### config.mk
export PLATFORM = sky130hd
export DESIGN_NAME = flux_interval_decoder
export DESIGN_NICKNAME = d
export VERILOG_FILES = /design/src/rtl/flux_dec_pkg.sv /design/src/rtl/fd_classify.sv /design/src/rtl/fd_accum.sv /design/src/rtl/fd_emit.sv /design/src/rtl/flux_interval_decoder.sv
export SDC_FILE = /design/constraint.sdc
export NUM_CORES = 1
export LEC_CHECK = 0
export BUFFER_PORTS_ARGS = -buffer_cell sky130_fd_sc_hd__clkbuf_2
export CAP_MARGIN = 10
export CORE_ASPECT_RATIO = 0.5
export CORE_MARGIN = 8
export CORE_UTILIZATION = 56
export DETAILED_ROUTE_END_ITERATION = 10
export PLACE_DENSITY_LB_ADDON = 0.1
export SLEW_MARGIN = 25
export SYNTH_ARGS = -nofsm -noshare
export SYNTH_HDL_FRONTEND = slang
export SYNTH_SLANG_ARGS = --single-unit
### constraint.sdc
create_clock -name clk -period 4.36 [get_ports clk]
set_input_delay 0.872 -clock clk [delete_from_list [all_inputs] [get_ports clk]]
set_output_delay 0.872 -clock clk [all_outputs]
set_load 0.01 [all_outputs]
### src/rtl/flux_dec_pkg.sv
package flux_dec_pkg;

    localparam int BYTE_W = 8;
    localparam int TIME_W = 7;

    typedef struct packed {
        logic              valid;
        logic              carry;
        logic              flag;
        logic [TIME_W-1:0] low;
    } tok_t;

    function automatic tok_t classify_byte(input logic v, input logic [BYTE_W-1:0] b);
        tok_t t;
        t.valid = v;
        t.low   = b[TIME_W-1:0];
        t.flag  = b[BYTE_W-1];
        t.carry = (b[TIME_W-1:0] == '0);
        return t;
    endfunction

endpackage

### src/rtl/fd_classify.sv
module fd_classify
    import flux_dec_pkg::*;
(
    input  logic              in_valid,
    input  logic [BYTE_W-1:0] in_byte,
    output tok_t              tok
);
    always_comb tok = classify_byte(in_valid, in_byte);
endmodule

### src/rtl/fd_accum.sv
module fd_accum
    import flux_dec_pkg::*;
#(
    parameter int OUT_W        = 16,
    parameter int CARRY_WEIGHT = 127
) (
    input  logic             clk,
    input  logic             rst,
    input  tok_t             tok,
    output logic             cmp_valid,
    output logic [OUT_W-1:0] cmp_value,
    output logic             cmp_flag,
    output logic             ovf_evt
);
    localparam int               SUM_W  = OUT_W + 1;
    localparam logic [SUM_W-1:0] WEIGHT = SUM_W'(CARRY_WEIGHT);
    localparam logic [SUM_W-1:0] LIMIT  = {1'b0, {OUT_W{1'b1}}};

    logic [OUT_W-1:0] acc_q;
    logic [SUM_W-1:0] addend;
    logic [SUM_W-1:0] sum_wide;
    logic             ovf;
    logic [OUT_W-1:0] sum_sat;

    always_comb begin
        addend   = tok.carry ? WEIGHT : {{(SUM_W-TIME_W){1'b0}}, tok.low};
        sum_wide = {1'b0, acc_q} + addend;
        ovf      = (sum_wide > LIMIT);
        sum_sat  = ovf ? LIMIT[OUT_W-1:0] : sum_wide[OUT_W-1:0];
    end

    always_ff @(posedge clk) begin
        if (rst) begin
            acc_q <= '0;
        end else if (tok.valid) begin
            acc_q <= tok.carry ? sum_sat : '0;
        end
    end

    assign cmp_valid = tok.valid && !tok.carry;
    assign cmp_value = sum_sat;
    assign cmp_flag  = tok.flag;
    assign ovf_evt   = tok.valid && ovf;
endmodule

### src/rtl/fd_emit.sv
module fd_emit #(
    parameter int OUT_W = 16
) (
    input  logic             clk,
    input  logic             rst,
    input  logic             cmp_valid,
    input  logic [OUT_W-1:0] cmp_value,
    input  logic             cmp_flag,
    input  logic             ovf_evt,
    output logic             out_valid,
    output logic [OUT_W-1:0] out_value,
    output logic             out_flag,
    output logic             err
);
    always_ff @(posedge clk) begin
        if (rst) begin
            out_valid <= 1'b0;
            out_value <= '0;
            out_flag  <= 1'b0;
            err       <= 1'b0;
        end else begin
            out_valid <= cmp_valid;
            if (cmp_valid) begin
                out_value <= cmp_value;
                out_flag  <= cmp_flag;
            end
            if (ovf_evt) begin
                err <= 1'b1;
            end
        end
    end
endmodule

### src/rtl/flux_interval_decoder.sv
module flux_interval_decoder
    import flux_dec_pkg::*;
#(
    parameter int OUT_W        = 16,
    parameter int CARRY_WEIGHT = 127
) (
    input  logic             clk,
    input  logic             rst,
    input  logic             in_valid,
    input  logic [7:0]       in_byte,
    output logic             out_valid,
    output logic [OUT_W-1:0] out_value,
    output logic             out_flag,
    output logic             err
);
    tok_t             tok;
    logic             cmp_valid;
    logic [OUT_W-1:0] cmp_value;
    logic             cmp_flag;
    logic             ovf_evt;

    fd_classify u_cls (
        .in_valid (in_valid),
        .in_byte  (in_byte),
        .tok      (tok)
    );

    fd_accum #(.OUT_W(OUT_W), .CARRY_WEIGHT(CARRY_WEIGHT)) u_acc (
        .clk       (clk),
        .rst       (rst),
        .tok       (tok),
        .cmp_valid (cmp_valid),
        .cmp_value (cmp_value),
        .cmp_flag  (cmp_flag),
        .ovf_evt   (ovf_evt)
    );

    fd_emit #(.OUT_W(OUT_W)) u_emit (
        .clk       (clk),
        .rst       (rst),
        .cmp_valid (cmp_valid),
        .cmp_value (cmp_value),
        .cmp_flag  (cmp_flag),
        .ovf_evt   (ovf_evt),
        .out_valid (out_valid),
        .out_value (out_value),
        .out_flag  (out_flag),
        .err       (err)
    );
endmodule

==> results_dict.tcl <==
set metrics [dict create \
    setup_viol 0 \
    cts_tree "built" \
    post-route-period-util 0.875 \
    fp-row-count 15 \
    fin_area_um2 2150 \
    final_common_cell "dfxtp_1" \
    wire_per_inst_um 16.3 \
    grt_use_met3 0.0509 \
    drive_above_1_share 0.197 \
    fin_crit_ns 3.81 \
    drc_errors 0 \
    reg2reg_slack_ns 1.75 \
    nets 272 \
    synthFlopType "dfxtp_1" \
    nFillCells 292 \
    die_x_um 98.8 \
    status "complete, no violations" \
    drt_iter0_drc 147 \
    grtUsageTotal 0.173 \
    synthCells 227 \
    drt_first_pass_iters 4 \
    dieArea_um2 5670 \
    synth_edf_count 0 \
    tns_ns 0 \
    antenna_cells 0 \
    ir_drop_mv 0.177 \
    final_cell_mix "35 x dfxtp_1, 30 x nor2_1, 29 x clkbuf_2" \
    port_buffers 29 \
    clockBufferDepth 2 \
    use_met2 0.260 \
    r2r_start "u_acc.acc_q[0]$_SDFFE_PP0P_" \
    route.vias.total 1752 \
    yosysSeqAreaShare 0.365 \
    crit_end "u_emit.out_value[11]$_SDFFE_PP0P_" \
    required_ns 4.55 \
    place_inst 288 \
    cts_sinks 35 \
    placed_cell_area_um2 2070 \
    r2r_end "u_emit.out_value[11]$_SDFFE_PP0P_" \
    core_area_um2 3360 \
    rsz0062_at_grt "false" \
    synth_nets 246 \
    end_kind "register" \
    syn_area_per_cell_um2 8.45 \
    synthesis.area_um2 1920 \
    gp_congestion 0.849 \
    cp-start-kind "input pin" \
    path_clk_slew_ns 0.07 \
    fin_total_pwr_mw 0.644 \
    clk_latency_ns 0.29 \
    drv_cap 0 \
    fmax_mhz 262 \
    cts_resized 0 \
    cp_max_fo 14 \
    place_ws_ns 0.306 \
    synth-async-reset-ratio 0 \
    area_growth_pct 12.1 \
    cts_hold_buf 0 \
    drt-total-wl_um 4820 \
    slew_headroom 0.627 \
    routed_via_density 5.92 \
    worstPathArrival_ns 4.00 \
    cp-startpoint "in_byte[3]" \
    r2r_cells 8 \
    tightest_slew_ns 0.559 \
    multiInputGateArea_um2 1130 \
    ys_ff_latch 35 \
    grt-ovfl-total 0 \
    cts_made_buffers 5 \
    top_usage_layer "met2" \
    grt_pass1_wl_um 7840 \
    dp_hpwl_um 3550 \
    seq_area_um2 701 \
    drtAntennaViolNets 0 \
    ios 30 \
    setup_ws_ns 0.546 \
    yosysUniqueCellTypes 51 \
    first_global_vias 1627 \
    hold_ws_ns 0.461 \
    critPathKind "input pin to register" \
    p_leak_nw 0.818 \
    start_util 0.571 \
    fin_cells 296 \
    grt_max_degree 26 \
    synth_warnings 0 \
    worstHoldPathType "register to register" \
    htreeDepth 2 \
    cts_setup_buffers 0 \
    antenna_found_initial 0 \
    post-route-util 0.640 \
    hold_violations 0 \
    finalClockSkew_ns 0.00476 \
    power.density_nw_per_um2 300 \
    slew_viol_final 0 \
    cts_root_buf "clkbuf_8" \
    use_met1 0.223 \
    die_h_um 57.4 \
]
## final cells by class
type                    instances  area share
repair buffers                 30      0.0710
inverters                       9      0.0157
multi-input cells             172       0.525
clock buffers                   7      0.0355
flip-flops and latches         35       0.326
clock inverters                 1     0.00233
well taps                      42      0.0244
## routing by layer
metal / up-vias / share of wire / wire (um)
li1: 880 / - / -
met1: 821 / 0.48 / 2330
met2: 42 / 0.44 / 2110
met3: 9 / 0.061 / 293
met4: 0 / 0.017 / 80
met5: - / 0 / 0
## critical path, cell delays in order
cell and delay [ns]:
clkbuf_2 0.10, nor4_2 0.43, nand2_1 0.29, nand2b_1 0.15, ha_1 0.20, inv_1 0.07
fa_1 0.40, nand2b_1 0.23, a2111oi_2 0.35, o21ba_2 0.39, nor2_1 0.22, a211oi_1 0.30
## cells in the mapped netlist, types with 2 or more instances
cell type  count  share of area
a211oi_1      13          0.051
a211oi_2       6          0.039
a21o_1         2         0.0078
a21oi_1       12          0.031
a21oi_2        2         0.0091
a31oi_1        4          0.013
and2_1         3         0.0098
buf_2          2         0.0052
clkbuf_1       7          0.014
dfxtp_1       35           0.37
ha_1           7          0.046
inv_1          9          0.018
nand2_1       15          0.029
nand2b_1       9          0.029
nand4_1        3         0.0098
nor2_1        30          0.059
nor2b_1        2         0.0065
nor3_1         5          0.013
o2111ai_1      2         0.0091
o211ai_1       3          0.012
o21a_1         2         0.0078
o21ai_0       15          0.039
o2bb2ai_1      2         0.0091
o31ai_1        2         0.0078
xnor2_1        7          0.032
xor2_1         3          0.014
## where the power goes
group          switching (mW)  total, mW  leakage, nW  internal (mW)
clock network           0.119      0.232       0.0422          0.112
registers             0.00523      0.336        0.286          0.330
logic                  0.0473     0.0771        0.490         0.0298
total                   0.172      0.644        0.818          0.472
## how the worst min path moves through the flow
stage / start / to / slack (ns) / cells after the start
after floorplan: u_acc.acc_q[2]$_SDFFE_PP0P_ / u_acc.acc_q[2]$_SDFFE_PP0P_ / 0.43 / 2
after global placement: u_emit.out_flag$_SDFFE_PP0P_ / u_emit.out_flag$_SDFFE_PP0P_ / 0.44 / 2
after detailed placement: u_emit.out_flag$_SDFFE_PP0P_ / u_emit.out_flag$_SDFFE_PP0P_ / 0.45 / 2
after CTS: u_emit.out_flag$_SDFFE_PP0P_ / u_emit.out_flag$_SDFFE_PP0P_ / 0.46 / 2
after global routing: u_emit.out_flag$_SDFFE_PP0P_ / u_emit.out_flag$_SDFFE_PP0P_ / 0.49 / 2
final: u_emit.out_flag$_SDFFE_PP0P_ / u_emit.out_flag$_SDFFE_PP0P_ / 0.46 / 2
## cell families after synthesis
group	count (synthesis)	synth area share
AOI/OAI and AO/OA	75	0.284
DFF	35	0.365
xor gates and xnor gates	10	0.0457
adders and majority gates	8	0.0561
and+or+nand+nor	79	0.203
buffers and inverters	20	0.0463
## sequential cells by signal (all words and copies together) (netlist names)
name,count
u_emit.out_value,16
u_emit.out_valid,1
u_emit.err,1
u_emit.out_flag,1
u_acc.acc_q,16
(Power assumes the default switching activity.)
